`config.mk`:
```
export PLATFORM = sky130hd
export DESIGN_NAME = rtc_bcd_calendar
export DESIGN_NICKNAME = d
export VERILOG_FILES = /design/src/rtl/rtc_pkg.sv /design/src/rtl/rtc_time_count.sv /design/src/rtl/rtc_cal_count.sv /design/src/rtl/rtc_update_ctrl.sv /design/src/rtl/rtc_bcd_calendar.sv
export SDC_FILE = /design/constraint.sdc
export NUM_CORES = 1
export LEC_CHECK = 0
export BUFFER_PORTS_ARGS = -buffer_cell sky130_fd_sc_hd__clkbuf_2
export CAP_MARGIN = 25
export CELL_PAD_IN_SITES_DETAIL_PLACEMENT = 0
export CELL_PAD_IN_SITES_GLOBAL_PLACEMENT = 1
export CORE_MARGIN = 2
export CORE_UTILIZATION = 46
export DETAILED_ROUTE_END_ITERATION = 6
export PLACE_DENSITY_LB_ADDON = 0.1
export SYNTH_ARGS = -nofsm -noshare
export SYNTH_HDL_FRONTEND = slang
export SYNTH_HIERARCHICAL = 1
export SYNTH_SLANG_ARGS = --single-unit
```
`constraint.sdc`:
```
create_clock -name clk -period 6.6 [get_ports clk]
set_input_delay 1.32 -clock clk [delete_from_list [all_inputs] [get_ports clk]]
set_output_delay 1.32 -clock clk [all_outputs]
set_load 0.02 [all_outputs]
```
`src/rtl/rtc_pkg.sv`:
```
package rtc_pkg;

  localparam int DATA_W = 32;
  localparam int ADDR_W = 2;

  typedef enum logic [ADDR_W-1:0] {
    ADDR_TIME = 2'd0,
    ADDR_CAL  = 2'd1,
    ADDR_CTRL = 2'd2,
    ADDR_MODE = 2'd3
  } reg_addr_e;

  typedef struct packed {
    logic [5:0] hour;
    logic [6:0] min;
    logic [6:0] sec;
  } clk_time_t;

  typedef struct packed {
    logic [5:0] mday;
    logic [2:0] wday;
    logic [4:0] month;
    logic [7:0] year;
    logic [7:0] cent;
  } clk_cal_t;

  function automatic logic [7:0] bcd_next(input logic [7:0] v);
    logic [7:0] r;
    if (v[3:0] == 4'h9) r = {v[7:4] + 4'h1, 4'h0};
    else                r = {v[7:4], v[3:0] + 4'h1};
    return r;
  endfunction

  function automatic logic [7:0] bcd_to_bin(input logic [7:0] v);
    return ({4'h0, v[7:4]} * 8'd10) + {4'h0, v[3:0]};
  endfunction

  function automatic logic [DATA_W-1:0] time_to_word(input clk_time_t t);
    return {10'b0, t.hour, 1'b0, t.min, 1'b0, t.sec};
  endfunction

  function automatic clk_time_t word_to_time(input logic [DATA_W-1:0] w);
    clk_time_t t;
    t.sec  = w[6:0];
    t.min  = w[14:8];
    t.hour = w[21:16];
    return t;
  endfunction

  function automatic logic [DATA_W-1:0] cal_to_word(input clk_cal_t c);
    return {2'b0, c.mday, c.wday, c.month, c.year, c.cent};
  endfunction

  function automatic clk_cal_t word_to_cal(input logic [DATA_W-1:0] w);
    clk_cal_t c;
    c.cent  = w[7:0];
    c.year  = w[15:8];
    c.month = w[20:16];
    c.wday  = w[23:21];
    c.mday  = w[29:24];
    return c;
  endfunction

  function automatic logic leap_year(input logic [7:0] cent, input logic [7:0] year);
    logic [7:0] yb;
    logic [7:0] cb;
    yb = bcd_to_bin(year);
    cb = bcd_to_bin(cent);
    if (year == 8'h00) return (cb[1:0] == 2'b00);
    return (yb[1:0] == 2'b00);
  endfunction

  function automatic logic [5:0] month_last_day(input logic [4:0] month, input logic leap);
    logic [5:0] d;
    case (month)
      5'h02:                      d = leap ? 6'h29 : 6'h28;
      5'h04, 5'h06, 5'h09, 5'h11: d = 6'h30;
      default:                    d = 6'h31;
    endcase
    return d;
  endfunction

endpackage

```
`src/rtl/rtc_time_count.sv`:
```
module rtc_time_count
  import rtc_pkg::*;
#(
  parameter logic [5:0] RST_HOUR = 6'h00,
  parameter logic [6:0] RST_MIN  = 7'h00,
  parameter logic [6:0] RST_SEC  = 7'h00
) (
  input  logic      clk,
  input  logic      rst_n,
  input  logic      tick,
  input  logic      stop,
  input  logic      load,
  input  clk_time_t load_val,
  output clk_time_t now,
  output logic      day_step
);

  clk_time_t cur_q;
  clk_time_t cur_d;
  logic      adv;
  logic      sec_last;
  logic      min_last;
  logic      hour_last;
  logic [7:0] sec_inc;
  logic [7:0] min_inc;
  logic [7:0] hour_inc;

  assign adv       = tick && !stop;
  assign sec_last  = (cur_q.sec  == 7'h59);
  assign min_last  = (cur_q.min  == 7'h59);
  assign hour_last = (cur_q.hour == 6'h23);
  assign sec_inc   = bcd_next({1'b0, cur_q.sec});
  assign min_inc   = bcd_next({1'b0, cur_q.min});
  assign hour_inc  = bcd_next({2'b0, cur_q.hour});

  always_comb begin
    cur_d = cur_q;
    if (load) begin
      cur_d = load_val;
    end else if (adv) begin
      if (!sec_last) begin
        cur_d.sec = sec_inc[6:0];
      end else begin
        cur_d.sec = 7'h00;
        if (!min_last) begin
          cur_d.min = min_inc[6:0];
        end else begin
          cur_d.min = 7'h00;
          cur_d.hour = hour_last ? 6'h00 : hour_inc[5:0];
        end
      end
    end
  end

  always_ff @(posedge clk or negedge rst_n) begin
    if (!rst_n) cur_q <= '{hour: RST_HOUR, min: RST_MIN, sec: RST_SEC};
    else        cur_q <= cur_d;
  end

  assign now      = cur_q;
  assign day_step = adv && sec_last && min_last && hour_last;

  // without a tick that counts and without a load, the time holds
  a_r7_time_holds: assert property (@(posedge clk) disable iff (!rst_n)
    (!load && !(tick && !stop)) |=> $stable(cur_q));

  // a day step leaves the time at midnight
  a_r3_midnight_after_step: assert property (@(posedge clk) disable iff (!rst_n)
    (day_step && !load) |=> (now == '0));

endmodule

```
`src/rtl/rtc_cal_count.sv`:
```
module rtc_cal_count
  import rtc_pkg::*;
#(
  parameter logic [7:0] RST_CENT  = 8'h19,
  parameter logic [7:0] RST_YEAR  = 8'h00,
  parameter logic [4:0] RST_MONTH = 5'h01,
  parameter logic [2:0] RST_WDAY  = 3'd1,
  parameter logic [5:0] RST_MDAY  = 6'h01
) (
  input  logic     clk,
  input  logic     rst_n,
  input  logic     day_step,
  input  logic     stop,
  input  logic     load,
  input  clk_cal_t load_val,
  output clk_cal_t now
);

  clk_cal_t   cal_q;
  clk_cal_t   cal_d;
  logic       step;
  logic       leap;
  logic [5:0] last_day;
  logic [7:0] mday_inc;
  logic [7:0] month_inc;
  logic [7:0] year_inc;
  logic [7:0] cent_inc;

  assign step      = day_step && !stop;
  assign leap      = leap_year(cal_q.cent, cal_q.year);
  assign last_day  = month_last_day(cal_q.month, leap);
  assign mday_inc  = bcd_next({2'b0, cal_q.mday});
  assign month_inc = bcd_next({3'b0, cal_q.month});
  assign year_inc  = bcd_next(cal_q.year);
  assign cent_inc  = bcd_next(cal_q.cent);

  always_comb begin
    cal_d = cal_q;
    if (load) begin
      cal_d = load_val;
    end else if (step) begin
      cal_d.wday = (cal_q.wday == 3'd7) ? 3'd1 : cal_q.wday + 3'd1;
      if (cal_q.mday != last_day) begin
        cal_d.mday = mday_inc[5:0];
      end else begin
        cal_d.mday = 6'h01;
        if (cal_q.month != 5'h12) begin
          cal_d.month = month_inc[4:0];
        end else begin
          cal_d.month = 5'h01;
          if (cal_q.year != 8'h99) begin
            cal_d.year = year_inc;
          end else begin
            cal_d.year = 8'h00;
            cal_d.cent = (cal_q.cent == 8'h99) ? 8'h00 : cent_inc;
          end
        end
      end
    end
  end

  always_ff @(posedge clk or negedge rst_n) begin
    if (!rst_n) cal_q <= '{mday: RST_MDAY, wday: RST_WDAY, month: RST_MONTH,
                           year: RST_YEAR, cent: RST_CENT};
    else        cal_q <= cal_d;
  end

  assign now = cal_q;

  // no step and no load means the calendar holds
  a_r4_cal_holds: assert property (@(posedge clk) disable iff (!rst_n)
    (!load && !step) |=> $stable(cal_q));

  // a step always moves the day of week
  a_r4_wday_moves: assert property (@(posedge clk) disable iff (!rst_n)
    (step && !load) |=> (cal_q.wday != $past(cal_q.wday)));

endmodule

```
`src/rtl/rtc_update_ctrl.sv`:
```
module rtc_update_ctrl
  import rtc_pkg::*;
#(
  parameter int REQ_W = 2
) (
  input  logic             clk,
  input  logic             rst_n,
  input  logic             tick,
  input  logic             ctrl_wr,
  input  logic             mode_wr,
  input  logic [REQ_W-1:0] wr_bits,
  input  logic [1:0]       flag_clr,
  output logic [REQ_W-1:0] req,
  output logic             granted,
  output logic             mode_bit,
  output logic             sec_evt,
  output logic             upd_ack
);

  logic [REQ_W-1:0] req_q;
  logic             granted_q;
  logic             mode_q;
  logic             sec_q;
  logic             ack_q;
  logic             grant_now;

  assign grant_now = tick && (req_q != '0) && !granted_q;

  always_ff @(posedge clk or negedge rst_n) begin
    if (!rst_n) begin
      req_q     <= '0;
      granted_q <= 1'b0;
      mode_q    <= 1'b0;
      sec_q     <= 1'b0;
      ack_q     <= 1'b0;
    end else begin
      if (ctrl_wr) req_q  <= wr_bits;
      if (mode_wr) mode_q <= wr_bits[0];
      if (req_q == '0)    granted_q <= 1'b0;
      else if (grant_now) granted_q <= 1'b1;
      if (tick)             sec_q <= 1'b1;
      else if (flag_clr[0]) sec_q <= 1'b0;
      if (grant_now)        ack_q <= 1'b1;
      else if (flag_clr[1]) ack_q <= 1'b0;
    end
  end

  assign req      = req_q;
  assign granted  = granted_q;
  assign mode_bit = mode_q;
  assign sec_evt  = sec_q;
  assign upd_ack  = ack_q;

  // a tick always leaves the seconds flag set
  a_r6_sec_after_tick: assert property (@(posedge clk) disable iff (!rst_n)
    tick |=> sec_evt);

  // the acknowledge only rises on a tick
  a_r8_ack_on_tick: assert property (@(posedge clk) disable iff (!rst_n)
    $rose(upd_ack) |-> $past(tick));

  // an empty request withdraws the grant
  a_r10_grant_drops: assert property (@(posedge clk) disable iff (!rst_n)
    (req == '0) |=> !granted);

endmodule

```
`src/rtl/rtc_bcd_calendar.sv`:
```
module rtc_bcd_calendar
  import rtc_pkg::*;
#(
  parameter logic [7:0] RST_CENT = 8'h19,
  parameter logic [7:0] RST_YEAR = 8'h00
) (
  input  logic              clk,
  input  logic              rst_n,
  input  logic              tick_1hz,
  input  logic              wr_en,
  input  logic [ADDR_W-1:0] wr_addr,
  input  logic [DATA_W-1:0] wr_data,
  input  logic [ADDR_W-1:0] rd_addr,
  output logic [DATA_W-1:0] rd_data,
  input  logic [1:0]        flag_clr,
  output logic              sec_evt,
  output logic              upd_ack
);

  localparam int REQ_W = 2;
  localparam int REQ_TIME = 0;
  localparam int REQ_CAL  = 1;

  logic [REQ_W-1:0] req;
  logic             granted;
  logic             mode_bit;
  logic             time_load;
  logic             cal_load;
  logic             day_step;
  clk_time_t        time_now;
  clk_cal_t         cal_now;

  assign time_load = wr_en && (wr_addr == ADDR_TIME) && req[REQ_TIME] && granted;
  assign cal_load  = wr_en && (wr_addr == ADDR_CAL)  && req[REQ_CAL]  && granted;

  rtc_update_ctrl #(.REQ_W(REQ_W)) u_ctrl (
    .clk      (clk),
    .rst_n    (rst_n),
    .tick     (tick_1hz),
    .ctrl_wr  (wr_en && (wr_addr == ADDR_CTRL)),
    .mode_wr  (wr_en && (wr_addr == ADDR_MODE)),
    .wr_bits  (wr_data[REQ_W-1:0]),
    .flag_clr (flag_clr),
    .req      (req),
    .granted  (granted),
    .mode_bit (mode_bit),
    .sec_evt  (sec_evt),
    .upd_ack  (upd_ack)
  );

  rtc_time_count u_time (
    .clk      (clk),
    .rst_n    (rst_n),
    .tick     (tick_1hz),
    .stop     (req[REQ_TIME]),
    .load     (time_load),
    .load_val (word_to_time(wr_data)),
    .now      (time_now),
    .day_step (day_step)
  );

  rtc_cal_count #(.RST_CENT(RST_CENT), .RST_YEAR(RST_YEAR)) u_cal (
    .clk      (clk),
    .rst_n    (rst_n),
    .day_step (day_step),
    .stop     (req[REQ_CAL]),
    .load     (cal_load),
    .load_val (word_to_cal(wr_data)),
    .now      (cal_now)
  );

  always_comb begin
    case (rd_addr)
      ADDR_TIME: rd_data = time_to_word(time_now);
      ADDR_CAL:  rd_data = cal_to_word(cal_now);
      ADDR_CTRL: rd_data = {{(DATA_W-REQ_W){1'b0}}, req};
      default:   rd_data = {{(DATA_W-1){1'b0}}, mode_bit};
    endcase
  end

  // a time write without request and grant leaves the time frozen or counting only
  a_r9_time_write_gated: assert property (@(posedge clk) disable iff (!rst_n)
    (wr_en && (wr_addr == ADDR_TIME) && req[REQ_TIME] && !granted)
      |=> $stable(time_now));

  // a stopped calendar does not move unless loaded
  a_r7_cal_frozen: assert property (@(posedge clk) disable iff (!rst_n)
    (req[REQ_CAL] && !cal_load) |=> $stable(cal_now));

endmodule

```
* Word level (Yosys, flattened, before mapping)
Cells that the tools add are included.
Storage, ports and cells: register bits 56, logic and storage cells 155
Cells by class: add/subtract/negate cells 17, eq/ne operators 31, muxes and demuxes 36, multipliers 2, reductions and logical operators 49
Operator list (number):
- case mux 30 bit (3 select lines) | 1
- 2-to-1 mux 30 bit | 2
- 2-to-1 mux 20 bit | 2
- 2-to-1 mux 8 bit | 5
- adder 4 x 1 -> 4 bit, second input constant | 9
- 2-to-1 mux 6 bit | 5
- equality test 4 bit, second input constant | 7
- 2-to-1 mux 7 bit | 4
- 2-to-1 mux 21 bit | 1
- 2-to-1 mux 16 bit | 1
- nonzero test 2 bit | 8
- logical AND 1 bit | 15
- equality test 7 bit, second input constant | 2
- 2-to-1 mux 13 bit | 1
- case mux 6 bit (2 select lines) | 1
- AND reduction 3 bit | 4
- AND reduction 4 bit | 3
- nonzero test 3 bit | 4
- equality test 5 x 3 -> 1 bit, second input constant | 2
- logical NOT 2 bit | 5
- 2-to-1 mux 1 bit | 10
- 2-to-1 mux 5 bit | 2
- adder 3 x 1 -> 3 bit, second input constant | 3
- inequality test 3 x 2 -> 1 bit, second input constant | 3
- other kinds (22) | 35

* Depth between registers and ports, before layout
Gate-level depths: netlist (run 1).
word-level depth 11, mapped depth 13

* Cells and area by module
The synthesis (run 1) kept the hierarchy.
By module, submodules not included:
- rtc_cal_count | cells each 278, area an instance 2347.3 um^2, instances 1, seq. area each 758.2 um^2
- rtc_time_count | cells each 149, area an instance 1352.5 um^2, instances 1, seq. area each 500.5 um^2
- rtc_bcd_calendar | cells each 66, area an instance 461.7 um^2, instances 1, seq. area each 0.0 um^2
- rtc_update_ctrl | cells each 17, area an instance 227.7 um^2, instances 1, seq. area each 150.1 um^2

* Least setup slack after synthesis (run 1)
No wires, ideal clock.
path kind input-to-reg, start input tick_1hz, end register u_cal.cal_q, in the netlist u_cal/now[7], slack 3003 ps, setup time 126 ps, buffers on the path 1, stages 11, arrival 3471 ps, cell sequence and4b_1 -> clkbuf_1 -> nand4_1 -> nor2b_1 -> nand2b_1 -> or3_1 -> a2111oi_0 -> nand3_1 -> nand2_1 -> a311oi_1 -> a221o_1
Between the ends: cells in the longest elaborated chain, start to end 7
Ends and longest elaborated chain:
- start: declaration | line rtc_bcd_calendar.sv:9 | input logic tick_1hz,
- logical AND 1 bit | line rtc_time_count.sv:28 | assign adv = tick && !stop;
- logical AND 1 bit (3 in series) | line rtc_time_count.sv:61 | assign day_step = adv && sec_last && min_last && hour_last;
- net day_step | line rtc_bcd_calendar.sv:29 | logic day_step;
- logical AND 1 bit | line rtc_cal_count.sv:29 | assign step = day_step && !stop;
- nonzero test 2 bit (no line)
- AND reduction 5 bit (no line)
- end signal: assignment | line rtc_cal_count.sv:63 | if (!rst_n) cal_q <= '{mday: RST_MDAY, wday: RST_WDAY, month: RST_MONTH,
- end signal: assignment | line rtc_cal_count.sv:65 | else cal_q <= cal_d;
- end: declaration | line rtc_cal_count.sv:19 | clk_cal_t cal_q;
The timed path passes the listed nets, and every way through them passes these cells. A chain may end at the register's enable or synchronous reset.

* Final worst setup path (run 1)
Same ends and word-level chain as after synthesis.

==> results of run 1 <==
-- logic make-up (layout without fill, tap and decap cells) --
logic type,Yosys count,in the layout
flops,56,56
mux,33,33
simple gates,212,212
compound gates,126,126
fa+ha+maj,19,19
buf+inv,53,110
xor+xnor,10,10
other cells,1,2
-- power by group through the flow --
stage | sequential (mW) | clock (mW) | combinational, mW
global placement | 0.727 | 0 | 0.729
finish | 0.724 | 0.252 | 0.750
global route | 0.756 | 0.271 | 0.846
detailed placement | 0.730 | 0 | 0.745
CTS | 0.723 | 0.261 | 0.748
floorplan | 0.644 | 0 | 0.613
-- worst paths after layout --
kind / from / endpoint / slack (ns) / cells past startpoint
max in group asynchronous: rst_n / u_cal/now[2]$_DFFE_PN0P_ / 4.95 / 2
max: tick_1hz / u_cal/now[7]$_DFFE_PN0P_ / 2.36 / 11
min reg2reg: u_ctrl/mode_bit$_DFFE_PN0P_ / u_ctrl/mode_bit$_DFFE_PN0P_ / 0.52 / 1
max reg2reg: u_time/now[5]$_DFFE_PN0P_ / u_cal/now[7]$_DFFE_PN0P_ / 2.76 / 12
min in group asynchronous: rst_n / u_time/now[14]$_DFFE_PN0P_ / 1.15 / 2
min: u_ctrl/mode_bit$_DFFE_PN0P_ / u_ctrl/mode_bit$_DFFE_PN0P_ / 0.52 / 1
-- cell usage in the layout, fill, tap and decap left out, types with 3 or more instances in the layout --
| cell | netlist | routed |
|---|---|---|
| clkbuf_2 | 0 | 71 |
| nand2_1 | 57 | 57 |
| dfrtp_1 | 50 | 50 |
| nor2_1 | 47 | 47 |
| o21ai_0 | 29 | 29 |
| inv_1 | 28 | 28 |
| mux2i_1 | 26 | 26 |
| a21oi_1 | 21 | 21 |
| ha_1 | 19 | 19 |
| and2_1 | 16 | 16 |
| nand3_1 | 13 | 13 |
| nor2b_1 | 12 | 12 |
| nor3_1 | 9 | 8 |
| o31ai_1 | 8 | 8 |
| clkbuf_8 | 1 | 7 |
| nand2b_1 | 7 | 7 |
| nand4_1 | 7 | 7 |
| nand3b_1 | 6 | 6 |
| xnor2_1 | 6 | 6 |
| o21ai_1 | 6 | 6 |
| a31oi_1 | 6 | 6 |
| dfstp_2 | 6 | 6 |
| and3_1 | 5 | 5 |
| a2bb2oi_1 | 5 | 5 |
| o31a_1 | 5 | 5 |
| and3b_1 | 5 | 5 |
| mux2_2 | 5 | 5 |
| xor2_1 | 4 | 4 |
| buf_4 | 3 | 3 |
| or4_4 | 3 | 3 |
| o2bb2ai_1 | 3 | 3 |
| nor3b_1 | 3 | 3 |
| a41oi_1 | 3 | 3 |
| a22o_1 | 3 | 3 |
-- final cells by class --
class	count	area (um2)	share of cell area
multi-input combinational	402	2750	0.558
sequential	56	1410	0.286
timing repair buffer	74	378	0.0767
tap	129	161	0.0328
inverter	28	105	0.0213
clock buffer	7	96.3	0.0196
clock inverter	1	30.0	0.00609
-- metal layers --
layer | share of wire | global-route usage | up-vias
met1 | 0.48 | 0.310 | 1915
met3 | 0.039 | 0.0276 | 12
met2 | 0.46 | 0.373 | 93
li1 | - | - | 1962
met5 | 0 | 0 | -
met4 | 0.014 | 0.0520 | 0
-- stage by stage --
stage,cell area (um2),hold slack [ns],cells
floorplan,4390,0.475,511
global placement,4800,0.494,689
detailed placement,4800,0.498,689
CTS,4930,0.520,697
global route,4930,0.526,697
finish,4930,0.518,697
-- sequential cells by signal, indices dropped and copies added, names as in the netlist --
signal	count
u_ctrl/sec_evt	1
u_ctrl/mode_bit	1
u_cal/now	30
u_time/now	20
u_ctrl/upd_ack	1
u_ctrl/granted	1
u_ctrl/req	2
-- worst max-delay path, stage by stage --
cell,delay [ns]
clkbuf_2,0.14
and4b_1,0.32
nand4_1,0.27
nor2b_1,0.23
nand2b_1,0.37
or3_1,0.48
a2111oi_0,0.37
nand3_1,0.19
nand2_1,0.31
a311oi_1,0.14
a221o_1,0.29
==> metrics.md, run 1 <==
| Metric | Value |
|---|---|
| Status | `finished, final reports clean` |
| Residual DRC | `0` |
| DR vias/cell | `5.71` |
| GPL Wtd Cong | `between 0.8 and 0.9` |
| FF+latch count, synth | `56` |
| PostCTS Resize Cnt | `0` |
| Root Buffer | `clkbuf_8` |
| Worst slack, placed | `2.09 ns` |
| Proportion of layout cells with a drive suffix above 1 | `0.210` |
| Startpoint types | `input pin` |
| Core box area | `9240 um2` |
| Global route overflow | `0` |
| Maximum buffer depth of the clock tree | `2` |
| PortBufs | `71` |
| Area contributors post-synth | `dfrtp_1, mux2i_1, ha_1` |
| Hpwl dp | `approximately 8.3 mm` |
| Worst Path Max Fanout | `14` |
| Max Clk Rate | `around 240 MHz` |
| TritonCTS clock tree | `yes` |
| Starting Density | `0.475` |
| Worst-margin pin slew | `0.759 ns` |
| Setup tns final | `0 ns` |
| Leading area contributor after synthesis | `dfrtp_1` |
| Number of enable flip-flop cells after synthesis | `0` |
| Via count | `3982` |
| Mux share of post-synthesis cell area | `0.0798` |
| Clk_skew | `0.00880 ns` |
| Clk sink count | `56` |
| Initial antenna violation count | `0` |
| Latest clock arrival within the worst-skew pair | `0.31 ns` |
| Clk pwr share | `0.146` |
| # fillers | `900` |
| Synth top cells by count | `nand2_1, dfrtp_1, nor2_1` |
| N_diodes | `0` |
| Sw Share | `0.439` |
| First-pass GRT wire length | `18.3 mm` |
| Yosys warns | `6` |
| Global-route usage over all layers | `0.224` |
| Yosys cell types | `85` |
| Drt first pass iters | `4` |
| Most frequent cell after synthesis | `nand2_1` |
| PwrDens | `about 350 nW/um2` |
| Standard-cell rows | `35` |
| Worst VDD drop | `169 uV` |
| Worst-path clk slew | `0.11 ns` |
| Total power | `1.73 mW` |
| Primary FF master, synth | `dfrtp_1` |
| Post-synthesis compound-gate area fraction | `0.204` |
| WS Path Type | `input pin to flip-flop` |
| RSZ-0062 raised after global routing | `no` |
| CTS Buf Count | `5` |
| Post-Synth Simple-Gate Area | `0.264` |
| LEAKAGE | `about 2.2 nW` |
| DIE AREA | `a little over 10000 um2` |
| Slew headroom | `0.494` |
| XOR/XNOR share of the synthesized area | `0.0200` |
| Max cap viols | `0` |
| Worst Path Required | `6.80 ns` |
| Flop pwr share | `0.419` |
| Setup-failing EPs final | `0` |
| Tmin final | `4.24 ns` |
| Die X | `~100 um` |
| WL per Instance | `16.2 um` |
| Post-synthesis sequential area ratio | `0.321` |
| Worst Path Arrival | `4.44 ns` |
| DRT antenna net count | `0` |
| Number of global-route vias before repair | `roughly 3700` |
| H-tree depth | `2` |
| Top cell type's share of synthesized area | `0.285` |
| Final worst-path cycle share | `0.643` |
| Syn-to-layout area delta | `12.3%` |
| Die H | `102 um` |
| Worst hold path type | `flip-flop to flip-flop` |
| Iter 0 DRT Violations | `183` |
| # IOs | `76` |
| Drt total wl | `around 11 mm` |
| Combinational power share | `0.435` |
| Final design utilization | `0.533` |
| Cells after synthesis | `a little over 500` |
| Syn avg cell area | `8.61 um2` |
| Ys async rst share | `1.00` |
| Largest net degree at the start of global routing | `67` |
| CTS Hold Bufs | `0` |
| Largest family of logic cells by synthesized area | `simple AND/OR/NAND/NOR gates` |
| Slew Viols, Final | `0` |
| Crit end category | `flip-flop` |
| Final nets | `628` |
| Final worst slack | `~2.4 ns` |
| P_int | `0.968 mW` |
| Switching pwr | `around 0.76 mW` |
| Postcts setup bufs | `0` |
| Adder-cell share of the synthesized area | `0.0542` |
| Cell Area, Synth | `approximately 4400 um2` |
| Fin. Hold Viols | `0` |
(Power assumes the default switching activity.)
==> run 2, diff against run 1 <==
--- a/config.mk
+++ b/config.mk
@@ -10,7 +10,7 @@
 export CELL_PAD_IN_SITES_DETAIL_PLACEMENT = 0
 export CELL_PAD_IN_SITES_GLOBAL_PLACEMENT = 1
 export CORE_MARGIN = 2
-export CORE_UTILIZATION = 46
+export CORE_UTILIZATION = 39
 export DETAILED_ROUTE_END_ITERATION = 6
 export PLACE_DENSITY_LB_ADDON = 0.1
 export SYNTH_ARGS = -nofsm -noshare
==> constraint.sdc (replaced) <==
create_clock -name clk -period 3.4 [get_ports clk]
set_input_delay 0.68 -clock clk [delete_from_list [all_inputs] [get_ports clk]]
set_output_delay 0.68 -clock clk [all_outputs]
set_load 0.02 [all_outputs]
==> metrics.md, run 2 (same netlist as run 1, synthesis figures left out) <==
| Metric | Value |
|---|---|
| Commonest non-fill, non-tap cell in the layout | `clkbuf_2` |
| Die H | `110 um (+8.3%)` |
| RSZ-0062 raised after global routing | `yes` |
| Worst-path clk slew | `0.12 ns (about the same)` |
| PortBufs | `71 (unchanged)` |
| Setup-failing EPs final | `0 (unchanged)` |
| Total power | `3.41 mW (+98%)` |
| Latest clock arrival within the worst-skew pair | `0.32 ns (about the same)` |
| Via count | `3966 (-0.40%)` |
| Number of global-route vias before repair | `3716 (+1.2%)` |
| Hpwl dp | `9.21 mm (+12%)` |
| Post-route insts no fill | `718 (+3.0%)` |
| N_diodes | `0 (unchanged)` |
| Max FFs per register | `30 (unchanged)` |
| LEAKAGE | `2.27 nW (+2.4%)` |
| Residual DRC | `0 (unchanged)` |
| Worst VDD drop | `302 uV (+78%)` |
| WL per Instance | `16.7 um (+3.2%)` |
| Syn-to-layout area delta | `14.5%` |
| Postcts setup bufs | `0 (unchanged)` |
| Initial antenna violation count | `0 (unchanged)` |
| DRT antenna net count | `0 (unchanged)` |
| Final worst slack | `0.272 ns (-2.08 ns)` |
| Final hold slack | `0.293 ns (-0.225 ns)` |
| Standard-cell rows | `38 (+8.6%)` |
| Worst hold path type | `input pin to asynchronous set/reset pin` |
| Worst slack, placed | `0.143 ns (-1.95 ns)` |
| Worst Path Max Fanout | `6 (-8)` |
| Root Buffer | `clkbuf_8` |
| DR vias/cell | `5.52 (-3.3%)` |
| Maximum buffer depth of the clock tree | `2 (unchanged)` |
| Starting Density | `0.403 (-0.0719)` |
| Tmin final | `3.13 ns` |
| Global-route usage over all layers | `0.206 (-0.0182)` |
| Final worst-path cycle share | `0.920` |
| Max cap viols | `0 (unchanged)` |
| Fin. Hold Viols | `0 (unchanged)` |
| Die X | `110 um (+8.3%)` |
| Worst-margin pin slew | `0.790 ns (+0.0311 ns)` |
| CTS Hold Bufs | `0 (unchanged)` |
| Worst Path Arrival | `3.36 ns (-1.08 ns)` |
| Max Clk Rate | `320 MHz` |
| Crit end category | `flip-flop` |
| Global route overflow | `0 (unchanged)` |
| Cells after DPL | `710 (+3.0%)` |
| Core box area | `10900 um2 (+18%)` |
| GPL Wtd Cong | `0.818 (-0.72%)` |
| # IOs | `76 (unchanged)` |
| Clk_skew | `0.0203 ns (+0.0115 ns)` |
| Slew Viols, Final | `0 (unchanged)` |
| PwrDens | `679 nW/um2 (+94%)` |
| PostCTS Resize Cnt | `0 (unchanged)` |
| # fillers | `1099 (+22%)` |
| Proportion of layout cells with a drive suffix above 1 | `0.223 (+0.0137)` |
| H-tree depth | `2 (unchanged)` |
| Largest net degree at the start of global routing | `67 (unchanged)` |
| Worst Path Required | `3.63 ns (-3.17 ns)` |
| Most frequent cells in the layout | `clkbuf_2, nand2_1, dfrtp_1, nor2_1, o21ai_0` |
| Startpoint types | `flip-flop` |
| CTS Buf Count | `5 (unchanged)` |
| Status | `finished, final reports clean` |
| TritonCTS clock tree | `yes` |
| Iter 0 DRT Violations | `151 (-17%)` |
| First-pass GRT wire length | `19.2 mm (+5.1%)` |
| Slew headroom | `0.469 (-0.0248)` |
| WS Path Type | `flip-flop to flip-flop` |
| Drt total wl | `12.0 mm (+6.3%)` |
| DIE AREA | `12100 um2 (+17%)` |
| Final nets | `638 (+1.6%)` |
| Clk sink count | `56 (unchanged)` |
| Drt first pass iters | `4 (unchanged)` |
run 2: cell types whose count changed in the layout (fill, tap and decap cells not counted):
cell,delta
buf_4,+10
clkbuf_8,-2
bufinv_16,+1
inv_6,+1
run 2: routing by layer:
metal | share of wire | GRT usage
met1 | 0.46 | 0.270
met2 | 0.50 | 0.363
met3 | 0.033 | 0.0288
met4 | 0.0085 | 0.0353
met5 | 0 | 0
run 2: final cells by class:
type / instances / area (um2) / area share
Clock buffer: 5 / 68.8 / 0.0137
Sequential cell: 56 / 1410 / 0.280
Multi-Input combinational cell: 402 / 2750 / 0.547
Clock inverter: 3 / 68.8 / 0.0137
Timing Repair Buffer: 84 / 453 / 0.0901
Inverter: 28 / 105 / 0.0209
Tap cell: 140 / 175 / 0.0348
run 2: power breakdown:
group | internal [mW] | switching [mW] | total (mW) | leakage (nW)
Sequential | 0.957 | 0.481 | 1.44 | 0.662
Clock | 0.297 | 0.240 | 0.537 | 0.0687
Combinational | 0.665 | 0.773 | 1.44 | 1.54
run 2: worst max-delay path: stages, from the launching register on:
cell and delay [ns]:
dfrtp_1 0.43, inv_1 0.07, ha_1 0.20, and4b_1 0.26, nand4_1 0.15, nor2b_1 0.24
nand2b_1 0.10, or3_1 0.33, a2111oi_0 0.39, nand3_1 0.22, nand2_1 0.23, buf_4 0.17
mux2i_1 0.17, o21ai_0 0.09
run 2: stage by stage:
stage / utilization / setup TNS, ns / cell area [um2]
global route: 0.462 / -0.0453 / 5030
floorplan: - / 0 / 4390
detailed placement: 0.449 / 0 / 4890
global placement: 0.449 / 0 / 4890
finish: 0.462 / 0 / 5030
CTS: 0.462 / 0 / 5030
run 2: path summary, 6_finish.rpt:
check                                                  from                           to  slack (ns)  cells past startpoint
worst max-delay path              u_time/now[5]$_DFFE_PN0P_     u_cal/now[3]$_DFFE_PN1P_        0.27                     13
worst min-delay path                                  rst_n   u_time/now[14]$_DFFE_PN0P_        0.29                      1
worst max register to register    u_time/now[5]$_DFFE_PN0P_     u_cal/now[3]$_DFFE_PN1P_        0.27                     13
worst min register to register  u_ctrl/mode_bit$_DFFE_PN0P_  u_ctrl/mode_bit$_DFFE_PN0P_        0.53                      1
max in group asynchronous                             rst_n     u_cal/now[0]$_DFFE_PN1P_        2.35                      2
min in group clk                                flag_clr[1]   u_ctrl/upd_ack$_DFFE_PN0P_        0.52                      2
==> run 3, diff against run 2 <==
--- a/config.mk
+++ b/config.mk
@@ -10,10 +10,10 @@
 export CELL_PAD_IN_SITES_DETAIL_PLACEMENT = 0
 export CELL_PAD_IN_SITES_GLOBAL_PLACEMENT = 1
 export CORE_MARGIN = 2
-export CORE_UTILIZATION = 39
+export CORE_UTILIZATION = 38
 export DETAILED_ROUTE_END_ITERATION = 6
+export MAX_ROUTING_LAYER = met4
 export PLACE_DENSITY_LB_ADDON = 0.1
 export SYNTH_ARGS = -nofsm -noshare
 export SYNTH_HDL_FRONTEND = slang
-export SYNTH_HIERARCHICAL = 1
 export SYNTH_SLANG_ARGS = --single-unit
==> metrics.md, run 3 <==
| Metric | Value |
|---|---|
| Yosys warns | `0 (-6)` |
| # IOs | `76 (unchanged)` |
| Maximum buffer depth of the clock tree | `2 (unchanged)` |
| R2R cell count | `8 (-5)` |
| Worst setup startpoint | `u_cal.now[12]$_DFFE_PN0P_` |
| Top cell type's share of synthesized area | `0.295 (+0.00992)` |
| DIE AREA | `12000 um2 (-0.79%)` |
| Reg2Reg Setup Slack | `0.55 ns (+0.28 ns)` |
| Slew Viols, Final | `0 (unchanged)` |
| Most frequent cells in the layout | `clkbuf_2, nor2_1, dfrtp_1, nand2_1, o21ai_0` |
| Die H | `110 um (-0.40%)` |
| Commonest non-fill, non-tap cell in the layout | `clkbuf_2` |
| Proportion of layout cells with a drive suffix above 1 | `0.197 (-0.0260)` |
| Area contributors post-synth | `dfrtp_1, ha_1, mux2i_1` |
| RR Endpoint | `u_cal.now[0]$_DFFE_PN1P_` |
| Total power | `3.25 mW (-4.8%)` |
| First-pass GRT wire length | `20.0 mm (+4.0%)` |
| Startpoint types | `flip-flop` |
| Worst-margin pin slew | `0.638 ns (-0.152 ns)` |
| Core box area | `10900 um2 (unchanged)` |
| Final worst-path cycle share | `0.838 (-0.0821)` |
| RSZ-0062 raised after global routing | `no` |
| Ys async rst share | `1.00 (unchanged)` |
| Iter 0 DRT Violations | `207 (+37%)` |
| Worst Path Arrival | `3.11 ns (-0.25 ns)` |
| Syn-to-layout area delta | `14.8%` |
| PwrDens | `667 nW/um2 (-1.8%)` |
| Worst VDD drop | `253 uV (-16%)` |
| Drt total wl | `12.4 mm (+3.0%)` |
| FF+latch count, synth | `56 (unchanged)` |
| Global-route usage over all layers | `0.223 (+0.0175)` |
| Largest net degree at the start of global routing | `57 (-15%)` |
| Clk_skew | `0.00970 ns (-0.0106 ns)` |
| Hpwl dp | `9.11 mm (-1.1%)` |
| WL per Instance | `17.4 um (+3.7%)` |
| PostCTS Resize Cnt | `0 (unchanged)` |
| Latest clock arrival within the worst-skew pair | `0.33 ns (about the same)` |
| Postcts setup bufs | `0 (unchanged)` |
| Placed Area | `4780 um2 (-2.3%)` |
| Global route overflow | `0 (unchanged)` |
| Syn avg cell area | `8.37 um2 (-2.8%)` |
| Via count | `4002 (+0.91%)` |
| Synth top cells by count | `nor2_1, dfrtp_1, nand2_1` |
| CTS Hold Bufs | `0 (unchanged)` |
| N_diodes | `0 (unchanged)` |
| GPL Wtd Cong | `0.829 (+1.3%)` |
| Final Cell Area | `4870 um2 (-3.1%)` |
| DR vias/cell | `5.61 (+1.6%)` |
| Leading area contributor after synthesis | `dfrtp_1` |
| Worst Path Required | `3.66 ns (+0.03 ns)` |
| Cell Area, Synth | `4240 um2 (-3.4%)` |
| Reg2reg start | `u_cal.now[12]$_DFFE_PN0P_` |
| TritonCTS clock tree | `yes` |
| Crit path to | `u_cal.now[0]$_DFFE_PN1P_` |
| Most frequent cell after synthesis | `nor2_1` |
| Die X | `110 um (-0.40%)` |
| Number of enable flip-flop cells after synthesis | `0 (unchanged)` |
| Max Clk Rate | `351 MHz (+9.8%)` |
| Primary FF master, synth | `dfrtp_1` |
| Final nets | `639 (+0.16%)` |
| Worst Path Max Fanout | `20 (+14)` |
| Cells after synthesis | `507 (-0.59%)` |
| Crit end category | `flip-flop` |
| Tmin final | `2.85 ns (-0.279 ns)` |
| Initial antenna violation count | `0 (unchanged)` |
| Status | `finished, final reports clean` |
| Residual DRC | `0 (unchanged)` |
| Slew headroom | `0.573 (+0.104)` |
| Starting Density | `0.390 (-0.0136)` |
| Max cap viols | `0 (unchanged)` |
| Clk sink count | `56 (unchanged)` |
| Worst-path clk slew | `0.11 ns (about the same)` |
| PortBufs | `71 (unchanged)` |
| Fin. Hold Viols | `0 (unchanged)` |
| Worst hold path type | `input pin to asynchronous set/reset pin` |
| Number of global-route vias before repair | `3720 (+0.11%)` |
| Max FFs per register | `30 (unchanged)` |
| Standard-cell rows | `38 (unchanged)` |
| LEAKAGE | `2.16 nW (-4.8%)` |
| Post-synthesis sequential area ratio | `0.332 (+0.0112)` |
| DRT antenna net count | `0 (unchanged)` |
| CTS Buf Count | `5 (unchanged)` |
| Drt first pass iters | `4 (unchanged)` |
| Yosys cell types | `68 (-20%)` |
| Setup-failing EPs final | `0 (unchanged)` |
| Setup tns final | `0 ns (unchanged)` |
| H-tree depth | `2 (unchanged)` |
| WS Path Type | `flip-flop to flip-flop` |
| Root Buffer | `clkbuf_8` |
run 3: changes by cell type after synthesis, moves of 5 or more:
cell | previous run | this run
a31oi_1 | 6 | 14
o211ai_1 | 2 | 8
xnor2_1 | 6 | 1
nor2_1 | 47 | 59
nor3_1 | 9 | 14
nand3_1 | 13 | 19
ha_1 | 19 | 25
nand2_1 | 57 | 49
o21ai_1 | 6 | 1
o21ai_0 | 29 | 34
nor2b_1 | 12 | 5
or4_1 | 2 | 8
run 3: report_power, final:
| part | switching [mW] | internal, mW |
|---|---|---|
| registers | 0.463 | 0.967 |
| clock network | 0.249 | 0.164 |
| logic | 0.786 | 0.619 |
| total | 1.50 | 1.75 |
run 3: cells by family (layout without fill, tap and decap cells):
logic type | Yosys count | after routing | synth area share
mux | 29 | 29 | 0.0726
simple gates | 217 | 217 | 0.272
flops | 56 | 56 | 0.332
xor+xnor | 2 | 2 | 0.00413
compound gates | 125 | 125 | 0.194
buf+inv | 52 | 117 | 0.0501
other cells | 1 | 2 | 0.000884
fa+ha+maj | 25 | 25 | 0.0737
run 3: stage by stage:
| stage | cells | hold slack [ns] | util | setup slack (ns) |
|---|---|---|---|---|
| after floorplan | 508 | 0.384 | - | 0.907 |
| after global placement | 705 | 0.485 | 0.439 | 0.577 |
| after detailed placement | 705 | 0.501 | 0.439 | 0.556 |
| after CTS | 713 | 0.361 | 0.447 | 0.533 |
| after global routing | 713 | 0.355 | 0.447 | 0.350 |
| final | 713 | 0.343 | 0.447 | 0.551 |
run 3: cell type report:
| class | count | area, um2 |
|---|---|---|
| Fill cell | 1136 | 6020 |
| Inverter | 24 | 90.1 |
| Clock inverter | 2 | 10.0 |
| Timing Repair Buffer | 85 | 473 |
| Tap cell | 140 | 175 |
| Multi-Input combinational cell | 400 | 2630 |
| Sequential cell | 56 | 1410 |
| Clock buffer | 6 | 82.6 |
run 3: routing by layer:
metal	vias up	track usage	part of all wire	wire, um
met1	1922	0.313	0.49	6050
met2	87	0.347	0.46	5640
met5	-	-	0	0
met3	7	0.0314	0.047	581
met4	0	0.0425	0.0085	105
li1	1986	-	-	-
run 3: worst max-delay path, cell delays in order (launching register included):
cell	delay, ns
dfrtp_1	0.50
inv_1	0.12
ha_1	0.21
nor2b_1	0.14
a211o_1	0.29
and4_1	0.23
a211o_1	0.52
or4_1	0.58
a31oi_1	0.19
run 3: worst min path at each step:
stage | startpoint | endpoint | depth (start not counted)
global route | rst_n | u_time.now[8]$_DFFE_PN0P_ | 2
CTS | rst_n | u_cal.now[12]$_DFFE_PN0P_ | 2
finish | rst_n | u_time.now[8]$_DFFE_PN0P_ | 2
global placement | u_ctrl.mode_bit$_DFFE_PN0P_ | u_ctrl.mode_bit$_DFFE_PN0P_ | 1
floorplan | rst_n | u_cal.now[10]$_DFFE_PN0P_ | 0
detailed placement | u_ctrl.mode_bit$_DFFE_PN0P_ | u_ctrl.mode_bit$_DFFE_PN0P_ | 1
